## config.mk

```make
export PLATFORM = sky130hd
export DESIGN_NAME = rxq_buffer
export DESIGN_NICKNAME = d
export VERILOG_FILES = /design/src/rtl/rxq_pkg.sv /design/src/rtl/rxq_store.sv /design/src/rtl/rxq_status.sv /design/src/rtl/rxq_irq.sv /design/src/rtl/rxq_buffer.sv
export SDC_FILE = /design/constraint.sdc
export NUM_CORES = 1
export LEC_CHECK = 0
export BUFFER_PORTS_ARGS = -buffer_cell sky130_fd_sc_hd__buf_2
export CORE_ASPECT_RATIO = 2
export CORE_UTILIZATION = 30
export DETAILED_ROUTE_END_ITERATION = 10
export PLACE_DENSITY = 0.48
export REMOVE_ABC_BUFFERS = 1
export SLEW_MARGIN = 20
export SYNTH_ARGS = -nofsm -noshare
export SYNTH_HDL_FRONTEND = slang
export SYNTH_SLANG_ARGS = --single-unit
```

## constraint.sdc

```tcl
create_clock -name clk_i -period 4.9 [get_ports clk_i]
set_clock_uncertainty 0.05 [all_clocks]
set_input_delay 0.245 -clock clk_i [delete_from_list [all_inputs] [get_ports clk_i]]
set_output_delay 0.245 -clock clk_i [all_outputs]
set_load 0.02 [all_outputs]
```

## src/rtl/rxq_pkg.sv

```systemverilog
package rxq_pkg;
  localparam int unsigned IST_UNDERRUN  = 0;
  localparam int unsigned IST_NOT_EMPTY = 1;
  localparam int unsigned IST_READY     = 2;
  localparam int unsigned IST_BUS_ERR   = 3;
  localparam int unsigned IST_WR_OVR    = 11;

  localparam logic [31:0] IST_ERR_MASK  =
    (32'd1 << IST_UNDERRUN) | (32'd1 << IST_BUS_ERR) | (32'd1 << IST_WR_OVR);
  localparam logic [31:0] IST_IMPL_MASK =
    IST_ERR_MASK | (32'd1 << IST_NOT_EMPTY) | (32'd1 << IST_READY);

  localparam int unsigned ST_READY   = 0;
  localparam int unsigned ST_THR_LSB = 1;
  localparam int unsigned ST_NUM_THR = 3;
  localparam int unsigned ST_CNT_LSB = 4;
  localparam int unsigned ST_CNT_W   = 7;
  localparam int unsigned ST_EMPTY   = 11;
  localparam int unsigned THR_BASE   = 16;
endpackage

```

## src/rtl/rxq_store.sv

```systemverilog
module rxq_store #(
  parameter int unsigned DEPTH = 64,
  parameter int unsigned LANES = 4,
  localparam int unsigned PTR_W = $clog2(DEPTH),
  localparam int unsigned CNT_W = $clog2(DEPTH + 1)
) (
  input  logic               clk_i,
  input  logic               rst_ni,
  input  logic               push_i,
  input  logic [7:0]         push_byte_i,
  input  logic               pop_i,
  input  logic               flush_i,
  output logic [8*LANES-1:0] pop_data_o,
  output logic [CNT_W-1:0]   count_o,
  output logic               accept_o,
  output logic               underrun_o
);
  logic [7:0]       mem_q [DEPTH];
  logic [PTR_W-1:0] rd_ptr_q, wr_ptr_q;
  logic [CNT_W-1:0] count_q, pop_n;

  assign accept_o   = push_i && !flush_i && (count_q != CNT_W'(DEPTH));
  assign underrun_o = pop_i && (count_q == '0);
  assign pop_n      = !pop_i ? '0 :
                      (count_q >= CNT_W'(LANES)) ? CNT_W'(LANES) : count_q;
  assign count_o    = count_q;

  always_ff @(posedge clk_i) begin
    if (accept_o) mem_q[wr_ptr_q] <= push_byte_i;
  end

  always_ff @(posedge clk_i or negedge rst_ni) begin
    if (!rst_ni) begin
      rd_ptr_q <= '0;
      wr_ptr_q <= '0;
      count_q  <= '0;
    end else if (flush_i) begin
      rd_ptr_q <= '0;
      wr_ptr_q <= '0;
      count_q  <= '0;
    end else begin
      rd_ptr_q <= rd_ptr_q + PTR_W'(pop_n);
      if (accept_o) wr_ptr_q <= wr_ptr_q + 1'b1;
      count_q  <= count_q - pop_n + CNT_W'(accept_o);
    end
  end

  for (genvar g = 0; g < LANES; g++) begin : g_lane
    logic [PTR_W-1:0] idx;
    assign idx = rd_ptr_q + PTR_W'(g);
    assign pop_data_o[8*g +: 8] = (CNT_W'(g) < count_q) ? mem_q[idx] : 8'h00;
  end

  p_count_bound_r5: assert property (@(posedge clk_i) disable iff (!rst_ni)
    count_q <= CNT_W'(DEPTH));
  p_flush_empties_r7: assert property (@(posedge clk_i) disable iff (!rst_ni)
    flush_i |=> count_q == '0);
  p_pop_four_r4: assert property (@(posedge clk_i) disable iff (!rst_ni)
    (pop_i && !push_i && !flush_i && count_q >= CNT_W'(LANES))
    |=> count_q == $past(count_q) - CNT_W'(LANES));
  p_underrun_keep_r6: assert property (@(posedge clk_i) disable iff (!rst_ni)
    (underrun_o && !push_i) |=> count_q == '0);
endmodule

```

## src/rtl/rxq_status.sv

```systemverilog
module rxq_status
  import rxq_pkg::*;
#(
  parameter int unsigned CNT_W = 7
) (
  input  logic [CNT_W-1:0] count_i,
  output logic [31:0]      status_o
);
  logic [ST_NUM_THR-1:0] thr;

  for (genvar k = 0; k < ST_NUM_THR; k++) begin : g_thr
    assign thr[k] = 32'(count_i) >= (THR_BASE << k);
  end

  always_comb begin
    status_o = '0;
    status_o[ST_READY] = count_i != '0;
    status_o[ST_THR_LSB +: ST_NUM_THR] = thr;
    status_o[ST_CNT_LSB +: ST_CNT_W]   = ST_CNT_W'(count_i);
    status_o[ST_EMPTY] = count_i == '0;
  end
endmodule

```

## src/rtl/rxq_irq.sv

```systemverilog
module rxq_irq
  import rxq_pkg::*;
(
  input  logic        clk_i,
  input  logic        rst_ni,
  input  logic        underrun_i,
  input  logic        accept_i,
  input  logic        held_i,
  input  logic        bus_err_i,
  input  logic        wr_ovr_i,
  input  logic        clr_we_i,
  input  logic [31:0] clr_data_i,
  input  logic        en_we_i,
  input  logic [31:0] en_data_i,
  output logic [31:0] ist_o,
  output logic [31:0] ien_o,
  output logic        irq_o,
  output logic        err_o
);
  logic [31:0] ist_q, ien_q, set_v, clr_v;

  always_comb begin
    set_v = '0;
    set_v[IST_UNDERRUN]  = underrun_i;
    set_v[IST_NOT_EMPTY] = accept_i;
    set_v[IST_READY]     = held_i;
    set_v[IST_BUS_ERR]   = bus_err_i;
    set_v[IST_WR_OVR]    = wr_ovr_i;
  end
  assign clr_v = clr_we_i ? clr_data_i : '0;

  always_ff @(posedge clk_i or negedge rst_ni) begin
    if (!rst_ni) begin
      ist_q <= '0;
      ien_q <= '0;
    end else begin
      ist_q <= ((ist_q & ~clr_v) | set_v) & IST_IMPL_MASK;
      if (en_we_i) ien_q <= en_data_i & IST_IMPL_MASK;
    end
  end

  assign ist_o = ist_q;
  assign ien_o = ien_q;
  assign irq_o = |(ist_q & ien_q);
  assign err_o = |(ist_q & IST_ERR_MASK);

  p_underrun_set_r8: assert property (@(posedge clk_i) disable iff (!rst_ni)
    underrun_i |=> ist_q[IST_UNDERRUN]);
  p_clear_r9: assert property (@(posedge clk_i) disable iff (!rst_ni)
    (clr_we_i && clr_data_i[IST_BUS_ERR] && !bus_err_i) |=> !ist_q[IST_BUS_ERR]);
  p_irq_masked_r10: assert property (@(posedge clk_i) disable iff (!rst_ni)
    (ien_q == '0) |-> !irq_o);
  p_err_clear_r11: assert property (@(posedge clk_i) disable iff (!rst_ni)
    (clr_we_i && ((clr_data_i & IST_ERR_MASK) == IST_ERR_MASK)
     && !underrun_i && !bus_err_i && !wr_ovr_i) |=> !err_o);
endmodule

```

## src/rtl/rxq_buffer.sv

```systemverilog
module rxq_buffer
  import rxq_pkg::*;
#(
  parameter int unsigned DEPTH = 64,
  localparam int unsigned LANES = 4,
  localparam int unsigned CNT_W = $clog2(DEPTH + 1)
) (
  input  logic        clk_i,
  input  logic        rst_ni,
  input  logic        push_valid_i,
  input  logic [7:0]  push_byte_i,
  input  logic        pop_i,
  output logic [31:0] pop_data_o,
  output logic [31:0] fifo_status_o,
  input  logic        fifo_rst_we_i,
  input  logic        fifo_rst_bit_i,
  input  logic        bus_err_i,
  input  logic        wr_ovr_i,
  input  logic        ist_clr_we_i,
  input  logic [31:0] ist_clr_data_i,
  input  logic        ien_we_i,
  input  logic [31:0] ien_wdata_i,
  output logic [31:0] ist_o,
  output logic [31:0] ien_o,
  output logic        irq_o,
  output logic        err_o
);
  logic             flush, accept, underrun;
  logic [CNT_W-1:0] count;

  assign flush = fifo_rst_we_i && fifo_rst_bit_i;

  rxq_store #(.DEPTH(DEPTH), .LANES(LANES)) u_store (
    .clk_i, .rst_ni,
    .push_i      (push_valid_i),
    .push_byte_i,
    .pop_i,
    .flush_i     (flush),
    .pop_data_o,
    .count_o     (count),
    .accept_o    (accept),
    .underrun_o  (underrun)
  );

  rxq_status #(.CNT_W(CNT_W)) u_status (
    .count_i  (count),
    .status_o (fifo_status_o)
  );

  rxq_irq u_irq (
    .clk_i, .rst_ni,
    .underrun_i (underrun),
    .accept_i   (accept),
    .held_i     (count != '0),
    .bus_err_i, .wr_ovr_i,
    .clr_we_i   (ist_clr_we_i),
    .clr_data_i (ist_clr_data_i),
    .en_we_i    (ien_we_i),
    .en_data_i  (ien_wdata_i),
    .ist_o, .ien_o, .irq_o, .err_o
  );

  p_empty_ready_r1: assert property (@(posedge clk_i) disable iff (!rst_ni)
    fifo_status_o[ST_EMPTY] != fifo_status_o[ST_READY]);
endmodule

```

# Yosys cells after proc, flatten, opt, wreduce, memory -nomap -nowiden
# Memory sizes are Yosys's and may differ from the RTL's.
# Index checks and enable logic that the tools add are counted.
# op_classes
bitwise,4
muxes,13
order_cmp,8
n_addsub,7
reduce_logical,10
eq_ne,1
# op_table
op,count
$mux W8,4
$reduce_or A32 Y1,1
$and A12 B12 Y12,2
$mux W7,3
$mux W6,3
$lt A1 B7 Y1 const A,2
$lt A2 B7 Y1 const A,2
$add A6 B1 Y6 const B,2
$add A6 B2 Y6 const B,2
$mux W12,1
$not A12 Y12,1
$or A12 B12 Y12,1
$add A7 B1 Y7,1
$ge A7 B3 Y1 const B,1
$ge A7 B5 Y1 const B,1
$ge A7 B6 Y1 const B,1
$ge A7 B7 Y1 const B,1
$logic_not A7 Y1,1
$ne A7 B7 Y1 const B,1
$reduce_bool A7 Y1,1
$sub A7 B7 Y7,1
$add A6 B6 Y6,1
$logic_and A1 B1 Y1,4
$reduce_or A3 Y1,1
other kinds (3),4
# totals
mem_count,1
input_bits,82
ramBits,512
ff_bits,29
wordCells,49
output_inout_bits,130
# memory_table
memory,depth,word_bits,rd,rd_ports_with_merged_regs,wr,line,rtl
u_store.mem_q,64,8,4,0,1,rxq_store.sv:18,logic [7:0] mem_q [DEPTH];

# Depth between registers and ports, before layout
# depth
ltp_word,6
mapped_depth,18
depth_no_buf,14

# Modules after synthesis
# From an unflattened synthesis, not the netlist that was laid out.
# hier_totals
hier_cells,2231
hier_area_um2,34757.1
# by_module_without_submodules
mod,area_per_inst_um2,cells_per_inst,n_inst,seq_area_each_um2
rxq_store,33688.6,2108,1,15850.2
rxq_irq,799.5,84,1,250.2
rxq_status,247.7,35,1,0.0
rxq_buffer,21.3,4,1,0.0

# Worst setup path before layout
# OpenSTA, ideal clock, no wires.
# synth_path
path_kind,register to output
start,reg u_store.rd_ptr_q[0]
end,out pop_data_o[24]
required_ns,4.605
n_path_buf,8
t_arrival_ns,3.879
path_slack_ns,0.726
path_stages_with_launch,16
path_cell_list,dfrtp_1 -> buf_6 -> buf_8 -> inv_4 -> buf_2 -> buf_2 -> buf_2 -> buf_4 -> ha_1 -> buf_4 -> inv_4 -> buf_6 -> mux4_2 -> mux4_2 -> a32o_1 -> or3_1
# synth_via
elab_chain_cells,3
# synth_rtl
element,line,rtl
from (decl),rxq_store.sv:19,"logic [PTR_W-1:0] rd_ptr_q, wr_ptr_q;"
from (signal assigned),rxq_store.sv:42,rd_ptr_q <= rd_ptr_q + PTR_W'(pop_n);
$add A6 B2 Y6,rxq_store.sv:50,assign idx = rd_ptr_q + PTR_W'(g);
$mem_v2 Z64 W8,-,
$mux W8,rxq_store.sv:51,assign pop_data_o[8*g +: 8] = (CNT_W'(g) < count_q) ? mem_q[idx] : 8'h00;
to (decl),rxq_buffer.sv:13,"output logic [31:0] pop_data_o,"
# Every way passes these cells.

# Final worst setup path
# layout_path
start,reg u_store.rd_ptr_q[1]
end,out pop_data_o[22]
# The elaborated chain is that of the path after synthesis.

==> run_results.csv <==
group,metric,value,unit
power_and_ir_drop,design_power_total,23.45,mW
critical_path,cp_common_cell,"buf_4",
sta,fin_crit,4.885,ns
die,pin_count,212,
critical_path,crit_end,"pop_data_o[22]",
critical_path,reg2regPathDepth,14,
critical_path,cpMaxStageDelayCell,"dfrtp_4",
synth,synth_area,0.03506,mm2
run,drv_cap,0,
die,start_util,0.3021,
synth,synthArstFlopShare,0.05360,
synth,yosys.area_share.adder,0.008993,
power_and_ir_drop,p_leak,12.49,nW
synth,ys_ff_latch,541,
sta,min_period_over_period,0.9970,
synth,synth_mux_area_frac,0.3797,
clock_network,numCtsBuffers,52,
layout,nets,2388,
routing,vias,23901,
critical_path,crit_chain,"inv_1 > buf_4 > ha_4 > buf_4 > mux4_2 > and2_1 > a211oi_1 > buf_4 > a311oi_1 > a21oi_1 > o22ai_1 > buf_2",
sta,whs,0.06651,ns
placed_design,post-place-ws,0.6092,ns
critical_path,endpoint_kind,"output pin",
routing,first_pass_iters,7,
clock_network,clkSinkCount,541,
global_route,grt_max_degree,100,
die,die-area,0.1183,mm2
synth,synth_xor_area_frac,0.01010,
sta,finalHoldViolations,0,
placed_design,hpwlAfterDp,112.1,mm
critical_path,reg2reg_slack,0.99,ns
synth,ys_seq_area_frac,0.4592,
routing,drtIter0Drc,2939,
clock_network,clk_pin_slew_worst_paths,0.07,ns
synth,synth_cell_type_count,69,
critical_path,required,4.61,ns
global_route,grt_usage,0.2590,
layout,area_growth_syn_to_layout,12.65,%
critical_path,crit_path_max_incr_delay,0.58,ns
clock_network,clockBufferDepth,3,
synth,synth_edf_count,512,
synth,yosys_warnings,0,
sta,tightestPinTransition,1.011,ns
synth,synth_compound_area_frac,0.03437,
critical_path,crit_start,"u_store.rd_ptr_q[1]",
sta,drv_slew,0,
sta,rsz0062_at_grt,"false",
global_route,grt-ovfl-total,0,
routing,drc,0,
die,fp-row-count,177,
die,die_height,485.5,um
die,core_area,0.1160,mm2
sta,finalSetupViolCount,0,
sta,setup_ws,0.01458,ns
critical_path,critical_path_arrival,4.59,ns
critical_path,reg2reg_to,"u_store.count_o[6]",
routing,wl_per_cell,39.76,um
critical_path,start_kind,"flop",
min_path,hp-start,"fifo_rst_bit_i",
die,die_width,243.7,um
routing,postRouteWirelength,152.9,mm
clock_network,root_buffer,"clkbuf_16",
clock_network,cts_tree,"yes",
sta,max_freq,0.2047,GHz
synth,synthFlopType,"edfxtp_1",
global_route,grt_pass1_wl,208.4,mm
synth,synth_top_family_by_area,"multiplexers",
routing,via_per_inst,6.216,
critical_path,r2r-start,"u_store.count_o[1]",
global_route,antenna_found_initial,8,
placed_design,gp_congestion,0.9978,
global_route,grt_pass1_vias,24029,
critical_path,critPathMaxFanout,14,
layout,drive_gt1_frac,0.3920,
critical_path,critPathKind,"flop to output pin",
clock_network,cts-htree-levels,2,
placed_design,port_buffers,83,
sta,finalSetupTns,0,ns
clock_network,clk_latency,0.65,ns
synth,syn_avg_cell_area,16.36,um2
synth,syn-instance-count,2143,
min_path,hold-path-cell-count,3,
power_and_ir_drop,power.density,593.8,mW/mm2
routing,postRouteAntennaNets,0,
power_and_ir_drop,worst_ir_drop_vdd,0.4316,mV
status,outcome,"finished, final reports clean",
sta,slew_headroom,0.3254,
synth,synth_simple_gate_area_frac,0.05767,
min_path,worst_hold_path_type,"primary input to flop",
[placed cells by master, fill, tap and decap left out, drive strengths merged, types with 10 or more instances in the layout]
cell type / count
and3: 10
o22ai: 18
o21ai: 16
clkbuf: 62
a31oi: 14
conb: 79
ha: 22
nor2b: 11
nor3: 12
buf: 243
nand4: 24
a21oi: 23
xnor2: 16
nand3: 60
xor2: 15
and2: 14
a211oi: 16
mux2: 13
dfrtp: 29
edfxtp: 512
nor2: 122
dlygate4sd3: 22
inv: 21
clkinv: 19
a22o: 13
mux4: 543
mux2i: 93
nand2: 178
[worst min path at each step]
| stage | to | slack (ns) |
|---|---|---|
| final | u_store.count_o[0] | 0.07 |
| after global routing | u_store.count_o[0] | 0.09 |
| after CTS | u_store.count_o[0] | 0.07 |
| after detailed placement | u_store.count_o[2] | 0.29 |
| after global placement | u_store.count_o[2] | 0.28 |
| after floorplan | u_irq.ien_o[0] | -0.10 |
[layer usage]
layer	vias up	GRT usage	wire, um
met1	12736	0.2628	47180
met5	-	0	57
met4	8	0.2382	17640
li1	9192	-	-
met2	1548	0.4590	79250
met3	417	0.03223	8750
[critical path, delay by kind of cell (launching register included)]
family	cells	cell delay [ns]
and+or+nand+nor	1	0.21
buffers and inverters	5	1.04
muxes	1	0.43
AOI/OAI and AO/OA	4	1.13
DFF	1	0.58
adders and majority gates	1	0.50
[metrics by stage]
stage	util	area [um2]	cells
after detailed placement	0.3233	37520	3724
after global routing	0.3403	39490	3841
after CTS	0.3399	39440	3839
after global placement	0.3233	37520	3724
after floorplan	-	33680	1963
final	0.3404	39500	3845
[registers in the layout (all words and copies together), names as in the netlist]
| signal | cells |
|---|---|
| u_store.mem_q | 512 |
| u_store.count_o | 7 |
| u_store.rd_ptr_q | 6 |
| u_store.wr_ptr_q | 6 |
| u_irq.ien_o | 5 |
| u_irq.ist_o | 5 |
[power breakdown]
part / leakage (nW) / switching (mW) / internal [mW]
logic: 6.73 / 8.55 / 5.30
clock network: 0.811 / 1.88 / 2.25
registers: 4.95 / 0.281 / 5.19
[layout make-up]
type	instances	area, um2
tap	1521	1903
clock buffer	62	1360
clock inverter	29	304.0
timing repair buffer	265	2088
antenna	5	12.51
fill	11164	76550
multi-input combinational	1404	17640
sequential	541	16110
inverter	18	75.07
[cell usage after synthesis, drive strengths merged (15+ instances only)]
master  count  area, um2
nand4      24      150.1
nor2      122      457.9
o22ai      18      112.6
xnor2      16      196.4
a211oi     16      120.1
o21ai      16      80.07
buf       218       1523
clkbuf     39      147.6
a21oi      23      126.4
nand2     178      668.1
mux4      543      12240
nand3      60      310.3
xor2       15      157.7
inv        18      72.56
mux2i      93      930.9
edfxtp    512      15370
ha         22      275.3
dfrtp      29      725.7
[kinds of logic after synthesis]
logic type | count (synthesis)
multiplexers | 649
buffers and inverters | 275
AO/OA/AOI/OAI | 168
AND/OR/NAND/NOR | 453
adder cells (fa/ha/maj) | 24
XOR/XNOR | 31
other | 2
flip-flops | 541
[timing repair]
action                     in CTS  in global routing
pin swaps                       1                  0
hold buffers                   22                  0
hold endpoints to repair       39                  0
gates resized for setup         1                  4
cloned                          0                  0
setup endpoints to repair       3                  3
buffers inserted                2                  0
Power figures use the tool's default switching activity.
